File: config.mk
export PLATFORM = sky130hd
export DESIGN_NAME = bsr_chain
export DESIGN_NICKNAME = d
export VERILOG_FILES = /design/src/rtl/bsr_pkg.sv /design/src/rtl/bsr_cell.sv /design/src/rtl/bsr_pad_group.sv /design/src/rtl/bsr_chain.sv
export SDC_FILE = /design/constraint.sdc
export NUM_CORES = 1
export LEC_CHECK = 0
export ABC_AREA = 1
export BUFFER_PORTS_ARGS = -buffer_cell sky130_fd_sc_hd__clkbuf_2
export CAP_MARGIN = 25
export CORE_MARGIN = 2
export CORE_UTILIZATION = 30
export DETAILED_ROUTE_END_ITERATION = 12
export GPL_TIMING_DRIVEN = 0
export SYNTH_ARGS = -nofsm -noshare
export SYNTH_HDL_FRONTEND = slang
export SYNTH_SLANG_ARGS = --single-unit
File: constraint.sdc
create_clock -name tck -period 1 [get_ports tck]
set_clock_uncertainty 0.05 [all_clocks]
set_input_delay 0.1 -clock tck [delete_from_list [all_inputs] [get_ports tck]]
set_output_delay 0.1 -clock tck [all_outputs]
set_load 0.01 [all_outputs]
File: src/rtl/bsr_pkg.sv
package bsr_pkg;

  // cell index inside a bidirectional group, counted from the tdi side
  localparam int IN_CELL  = 0;
  localparam int OUT_CELL = 1;
  localparam int OE_CELL  = 2;

  localparam int BIDIR_CELLS  = 3;
  localparam int INONLY_CELLS = 1;

  // position of the first cell of pad `pad` (also the total length when pad == count)
  function automatic int chain_offset(logic [31:0] mask, int pad);
    int off;
    off = 0;
    for (int q = 0; q < pad; q++) begin
      off += mask[q] ? BIDIR_CELLS : INONLY_CELLS;
    end
    return off;
  endfunction

endpackage

File: src/rtl/bsr_cell.sv
module bsr_cell (
  input  logic tck,
  input  logic trst_n,
  input  logic capture,
  input  logic shift,
  input  logic update,
  input  logic si,
  input  logic cap_d,
  output logic sh_q,
  output logic up_q
);

  // shift stage: capture wins over shift
  always_ff @(posedge tck or negedge trst_n) begin
    if (!trst_n) begin
      sh_q <= 1'b0;
    end else if (capture) begin
      sh_q <= cap_d;
    end else if (shift) begin
      sh_q <= si;
    end
  end

  // holding stage, loaded only on update
  always_ff @(posedge tck or negedge trst_n) begin
    if (!trst_n) begin
      up_q <= 1'b0;
    end else if (update) begin
      up_q <= sh_q;
    end
  end

endmodule

File: src/rtl/bsr_pad_group.sv
module bsr_pad_group #(
  parameter int CELLS = 3
) (
  input  logic             tck,
  input  logic             trst_n,
  input  logic             capture,
  input  logic             shift,
  input  logic             update,
  input  logic             si,
  input  logic [CELLS-1:0] cap_d,
  output logic [CELLS-1:0] sh,
  output logic [CELLS-1:0] up
);

  for (genvar k = 0; k < CELLS; k++) begin : g_cell
    logic link;
    if (k == 0) begin : g_first
      assign link = si;
    end else begin : g_next
      assign link = sh[k-1];
    end

    bsr_cell u_cell (
      .tck     (tck),
      .trst_n  (trst_n),
      .capture (capture),
      .shift   (shift),
      .update  (update),
      .si      (link),
      .cap_d   (cap_d[k]),
      .sh_q    (sh[k]),
      .up_q    (up[k])
    );
  end

endmodule

File: src/rtl/bsr_chain.sv
module bsr_chain
  import bsr_pkg::*;
#(
  parameter int          NUM_PADS   = 4,
  parameter logic [31:0] BIDIR_MASK = 32'h0000_000D
) (
  input  logic                tck,
  input  logic                trst_n,
  input  logic                tdi,
  input  logic                capture_dr,
  input  logic                shift_dr,
  input  logic                update_dr,
  input  logic                intest,
  input  logic                extest,
  input  logic [NUM_PADS-1:0] pad_in,
  input  logic [NUM_PADS-1:0] core_out,
  input  logic [NUM_PADS-1:0] core_oe,
  output logic                tdo,
  output logic [NUM_PADS-1:0] pad_out,
  output logic [NUM_PADS-1:0] pad_oe,
  output logic [NUM_PADS-1:0] core_in
);

  localparam int LEN = chain_offset(BIDIR_MASK, NUM_PADS);

  logic [LEN-1:0] chain_q;
  logic [LEN-1:0] upd_q;
  logic           ovr;

  assign ovr = intest | extest;

  for (genvar p = 0; p < NUM_PADS; p++) begin : g_pad
    localparam int OFF   = chain_offset(BIDIR_MASK, p);
    localparam bit BIDIR = BIDIR_MASK[p];
    localparam int W     = BIDIR ? BIDIR_CELLS : INONLY_CELLS;

    logic         si;
    logic [W-1:0] cap_d;
    logic [W-1:0] sh;
    logic [W-1:0] up;

    if (p == 0) begin : g_head
      assign si = tdi;
    end else begin : g_link
      assign si = chain_q[OFF-1];
    end

    if (BIDIR) begin : g_bidir
      assign cap_d      = {core_oe[p], core_out[p], pad_in[p]};
      assign pad_out[p] = ovr ? up[OUT_CELL] : core_out[p];
      assign pad_oe[p]  = ovr ? up[OE_CELL]  : core_oe[p];
    end else begin : g_inonly
      assign cap_d      = pad_in[p];
      assign pad_out[p] = core_out[p];
      assign pad_oe[p]  = core_oe[p];
    end

    assign core_in[p] = intest ? up[IN_CELL] : pad_in[p];

    bsr_pad_group #(.CELLS(W)) u_grp (
      .tck     (tck),
      .trst_n  (trst_n),
      .capture (capture_dr),
      .shift   (shift_dr),
      .update  (update_dr),
      .si      (si),
      .cap_d   (cap_d),
      .sh      (sh),
      .up      (up)
    );

    assign chain_q[OFF +: W] = sh;
    assign upd_q[OFF +: W]   = up;
  end

  assign tdo = chain_q[LEN-1];

endmodule

Word-level counts from Yosys, hierarchy flattened
Index checks and enable logic that the tools add are counted.
{"block": "op_classes", "muxes": 30, "bitwise": 1, "n_reduce_logical": 1}
{"operator": "two-way mux 1 bit", "n": 30}
{"operator": "nonzero test 2 bit", "n": 1}
{"operator": "bitwise OR 1 bit", "n": 1}
{"block": "totals", "regBits": 20, "input_bits": 20, "output_inout_bits": 13, "elab_cells": 52}

Longest topological paths before layout
{"block": "depth", "word_depth": 2, "mapped_depth": 5, "ltp_nobuf": 5}

Modules after synthesis
A second synthesis with hierarchy kept.
{"block": "unflattened", "hier_cells": 170, "hier_area_um2": 1173.6}
{"module": "bsr_cell", "n_inst": 10, "cells_per_inst": 13, "area_each_um2": 93.8, "seq_area_each_um2": 50.0}
{"module": "bsr_chain", "n_inst": 1, "cells_per_inst": 34, "area_each_um2": 190.2, "seq_area_each_um2": 0.0}
{"module": "bsr_pad_group (g_pad[0].u_grp ...)", "n_inst": 3, "cells_per_inst": 2, "area_each_um2": 15.0, "seq_area_each_um2": 0.0}

Least setup slack after synthesis
No wires, ideal clock.
{"block": "synth_path", "path_kind": "input to output", "start": "input port intest", "end": "output port pad_oe[2]", "arrival_time_ns": 0.589, "required_time_ns": 0.850, "setup_slack_ns": 0.261, "cell_stages": 5, "n_path_buf": 2, "cell_sequence": "buf_6 -> nor2_8 -> buf_12 -> nand2_2 -> o21ai_2"}
{"block": "synth_via", "elab_chain_cells": 2}
{"element": "start, declared", "line": "bsr_chain.sv:13", "text": "input logic intest,"}
{"element": "bitwise OR 1 bit", "line": "bsr_chain.sv:30", "text": "assign ovr = intest | extest;"}
{"element": "two-way mux 1 bit", "line": "bsr_chain.sv:51", "text": "assign pad_oe[p] = ovr ? up[OE_CELL] : core_oe[p];"}
{"element": "end, declared", "line": "bsr_chain.sv:20", "text": "output logic [NUM_PADS-1:0] pad_oe,"}
Every way passes these cells.

Worst setup path in the final report
{"block": "layout_path", "start": "register g_pad[0].u_grp.g_cell[0].u_cell.up_q", "end": "output port core_in[0]"}
{"block": "layout_via", "elab_chain_cells": 1}
{"element": "start, declared", "line": "bsr_cell.sv:10", "text": "output logic up_q"}
{"element": "start signal, assigned", "line": "bsr_cell.sv:29", "text": "up_q <= sh_q;"}
{"element": "two-way mux 1 bit", "line": "bsr_chain.sv:58", "text": "assign core_in[p] = intest ? up[IN_CELL] : pad_in[p];"}
{"element": "end, declared", "line": "bsr_chain.sv:21", "text": "output logic [NUM_PADS-1:0] core_in"}
Every way passes these cells.

==> metrics.md <==
| Metric | Value |
|---|---|
| Status | complete, but fails checks |
| Failing checks | negative setup slack |
| Post-detail-place hpwl | 1.720 mm |
| Port bufs | 28 |
| Largest net degree at the start of global routing | 21 |
| Initial antenna violation count | 0 |
| Final setup viols | 10 |
| CTS clock-pin slew for the worst setup and hold paths | 120 ps |
| Main combinational cell family by area after synthesis | simple AND/OR/NAND/NOR gates |
| Bufs and invs on worst path | 2 |
| Power, Total | 1972 µW |
| Mapped Area | 1076 µm² |
| Highest-delay cell along the critical path | dfrtp_1 |
| Post-Route WL | 2.495 mm |
| WL/cell | 10.80 µm |
| Max VDD drop | 0.3688 mV |
| Gr usage total | 0.1383 |
| Layout cell share with drive strength beyond 1 | 0.4216 |
| Fin crit share | 1.092 |
| Hold Violations, Final | 0 |
| Count of warnings emitted by yosys | 0 |
| Slew margin rel. | 0.6543 |
| Power per cell area | 1399 nW/µm² |
| # diodes | 0 |
| Delay-heaviest family, CP | flip-flops |
| Clock power frac | 0.240 |
| Sw Ratio | 0.3001 |
| Comb pwr share | 0.270 |
| Clock Tree Buf Depth | 2 |
| Die width | 63.89 µm |
| CTS tree | yes |
| Place WS | 92.83 ps |
| Gate Count Post-Synth | 142 |
| Critical Path Max Stage Delay | 360 ps |
| Int Pwr | 1380 µW |
| Net count reported at finish | 206 |
| Simple-Gate Fraction of Synth Area | 0.3128 |
| Yosys reg bits | 20 |
| Crit-path max FO | 2 |
| 1st-iter DRT viols | 51 |
| Flop pwr share | 0.491 |
| Gr ovfl total | 0 |
| Worst Path Arrival | 940 ps |
| Worst path cell trace | inv_2, a21oi_2, buf_2 |
| Fin util | 0.4160 |
| Detailed Routing Iterations Pass 1 | 4 |
| RSZ-0062 raised after global routing | true |
| Sequential area share after synthesis | 0.4651 |
| Post-synthesis compound-gate area fraction | 0.1140 |
| Design Area, Final | 1410 µm² |
| Starting density of the core | 0.3175 |
| Slew Limit Fails | 0 |
| Final antenna-violating net count | 0 |
| Core area | 3390 µm² |
| WS Path Type | reg -> out |
| Row count | 21 |
| Synth cell types | 15 |
| DIE AREA | 4082 µm² |
| CTS H-Tree Depth | 1 |
| Mean area per synthesized cell | 7.578 µm² |
| Post-Synth Adder-Cell Area | 0 |
| Num CTS Buffers | 3 |
| Residual DRC | 0 |
| Tmin final | 1092 ps |
| Final estimated routing congestion in global placement | 0.7615 |
| Post-Synth XOR/XNOR Area | 0 |
| Final WS setup | -92.24 ps |
| Syn Nets | 162 |
| First-pass GRT wire length | 4.443 mm |
| Highest Clock Rate | 915.6 MHz |
| Vias after detailed routing | 992 |
| Post-synthesis mux area share | 0 |
| Worst hold margin | 35.76 ps |
| CP Capture Type | primary output |
| Net switching power | 591.8 µW |
| Startpoint Class | flip-flop |
| Top Ports | 33 |
| Worst-Margin Slew | 518.6 ps |
| Placed inst area | 1274 µm² |
| Clock latency at the later pin of the worst-skew pair | 300 ps |
| Vias in the first global route | 931 |
| P&R area growth vs syn | 31.05% |
| CTS root buffer | clkbuf_4 |
| Sink Count | 20 |
| Required @ worst endpoint | 850 ps |
| Leak | 0.0007763 µW |
| Chip height | 63.89 µm |
| Maxcap violations | 0 |
| Vias per inst | 4.294 |
| Hold Path Class | in -> reg |
==> power groups by stage <==
stage,registers (µW),clock network [µW],logic (µW)
final,968,473,532
after global routing,982,519,612
after CTS,966,477,503
after detailed placement,974,0,449
after global placement,972,0,444
after floorplan,964,0,288
==> layout make-up <==
| class | count | area, µm² |
|---|---|---|
| plain buffers | 8 | 71.32 |
| clock buffers | 4 | 36.28 |
| inverters | 12 | 45.04 |
| multi-input cells | 102 | 474.2 |
| fillers | 356 | 1979 |
| well taps | 46 | 57.56 |
| repair buffers | 39 | 225.2 |
| flip-flops and latches | 20 | 500.5 |
==> routing by layer <==
metal,up-vias,share of wire,track usage
met5,-,0,0
met4,0,0.0052,0.02446
met3,2,0.042,0.02289
met2,23,0.45,0.2214
met1,448,0.50,0.1978
li1,519,-,-
==> worst min-delay path: cells and delay by family <==
family,cells,cell delay (ps)
buf+inv,1,80
simple gates,4,180
==> timing repair <==
| item | 4_1_cts | 5_1_grt |
|---|---|---|
| resized for setup | 10 | 13 |
| hold buffers | 1 | 0 |
| buffers inserted | 6 | 4 |
| cloned | 0 | 0 |
| endpoints found under the setup margin | 10 | 11 |
| endpoints found under the hold margin | 20 | 0 |
| pin swaps | 9 | 1 |
==> flip-flops by register name, indices dropped and copies added (netlist names) <==
| register | cells |
|---|---|
| g_pad.u_grp.g_cell.u_cell.sh_q | 10 |
| g_pad.u_grp.g_cell.u_cell.up_q | 10 |
==> synth_stat cells <==
library cell,number,area share
buf_6,1,0.010
nand2_2,4,0.023
nor2_2,1,0.0058
nand2_1,72,0.25
o21ai_2,6,0.049
o21ai_1,10,0.047
buf_12,1,0.019
buf_4,4,0.028
nor2_1,4,0.014
nor2_8,1,0.019
dfrtp_1,20,0.47
inv_2,2,0.0070
inv_1,10,0.035
buf_2,2,0.0093
a21oi_1,4,0.019
==> layout by cell type (no fill, tap or decap), types with 3 or more instances in the layout <==
master / synthesis / routed
a21oi_2: 0 / 4
buf_2: 2 / 11
buf_4: 4 / 14
clkbuf_2: 0 / 19
clkbuf_4: 0 / 3
dfrtp_1: 20 / 20
inv_2: 2 / 12
nand2_1: 72 / 72
nand2_2: 4 / 4
nor2_1: 4 / 4
o21ai_1: 10 / 10
o21ai_2: 6 / 6
==> kinds of logic after synthesis <==
group | after synthesis
AND/OR/NAND/NOR | 82
flip-flops | 20
AO/OA/AOI/OAI | 20
buffers and inverters | 20
==> per-stage QoR <==
stage	setup TNS [ps]	std cells
4_1_cts	-879.0	227
3_3_place_gp	0	216
2_1_floorplan	0	142
6_report	-728.8	231
5_1_grt	-1313	231
3_5_place_dp	0	216
==> path summary, 6_finish.rpt <==
| path | from | endpoint | slack, ps | cells past startpoint |
|---|---|---|---|---|
| worst min-delay path | tdi | g_pad[0].u_grp.g_cell[0].u_cell.sh_q | 40 | 5 |
| worst min register to register | g_pad[0].u_grp.g_cell[0].u_cell.sh_q | g_pad[0].u_grp.g_cell[0].u_cell.sh_q | 470 | 2 |
| max in group asynchronous | trst_n | g_pad[2].u_grp.g_cell[2].u_cell.sh_q | 310 | 2 |
| min in group asynchronous | trst_n | g_pad[2].u_grp.g_cell[0].u_cell.sh_q | 240 | 2 |
| worst max register to register | g_pad[3].u_grp.g_cell[1].u_cell.up_q | g_pad[3].u_grp.g_cell[1].u_cell.up_q | 150 | 4 |
| worst max-delay path | g_pad[0].u_grp.g_cell[0].u_cell.up_q | core_in[0] | -90 | 3 |
(Power assumes the default switching activity.)
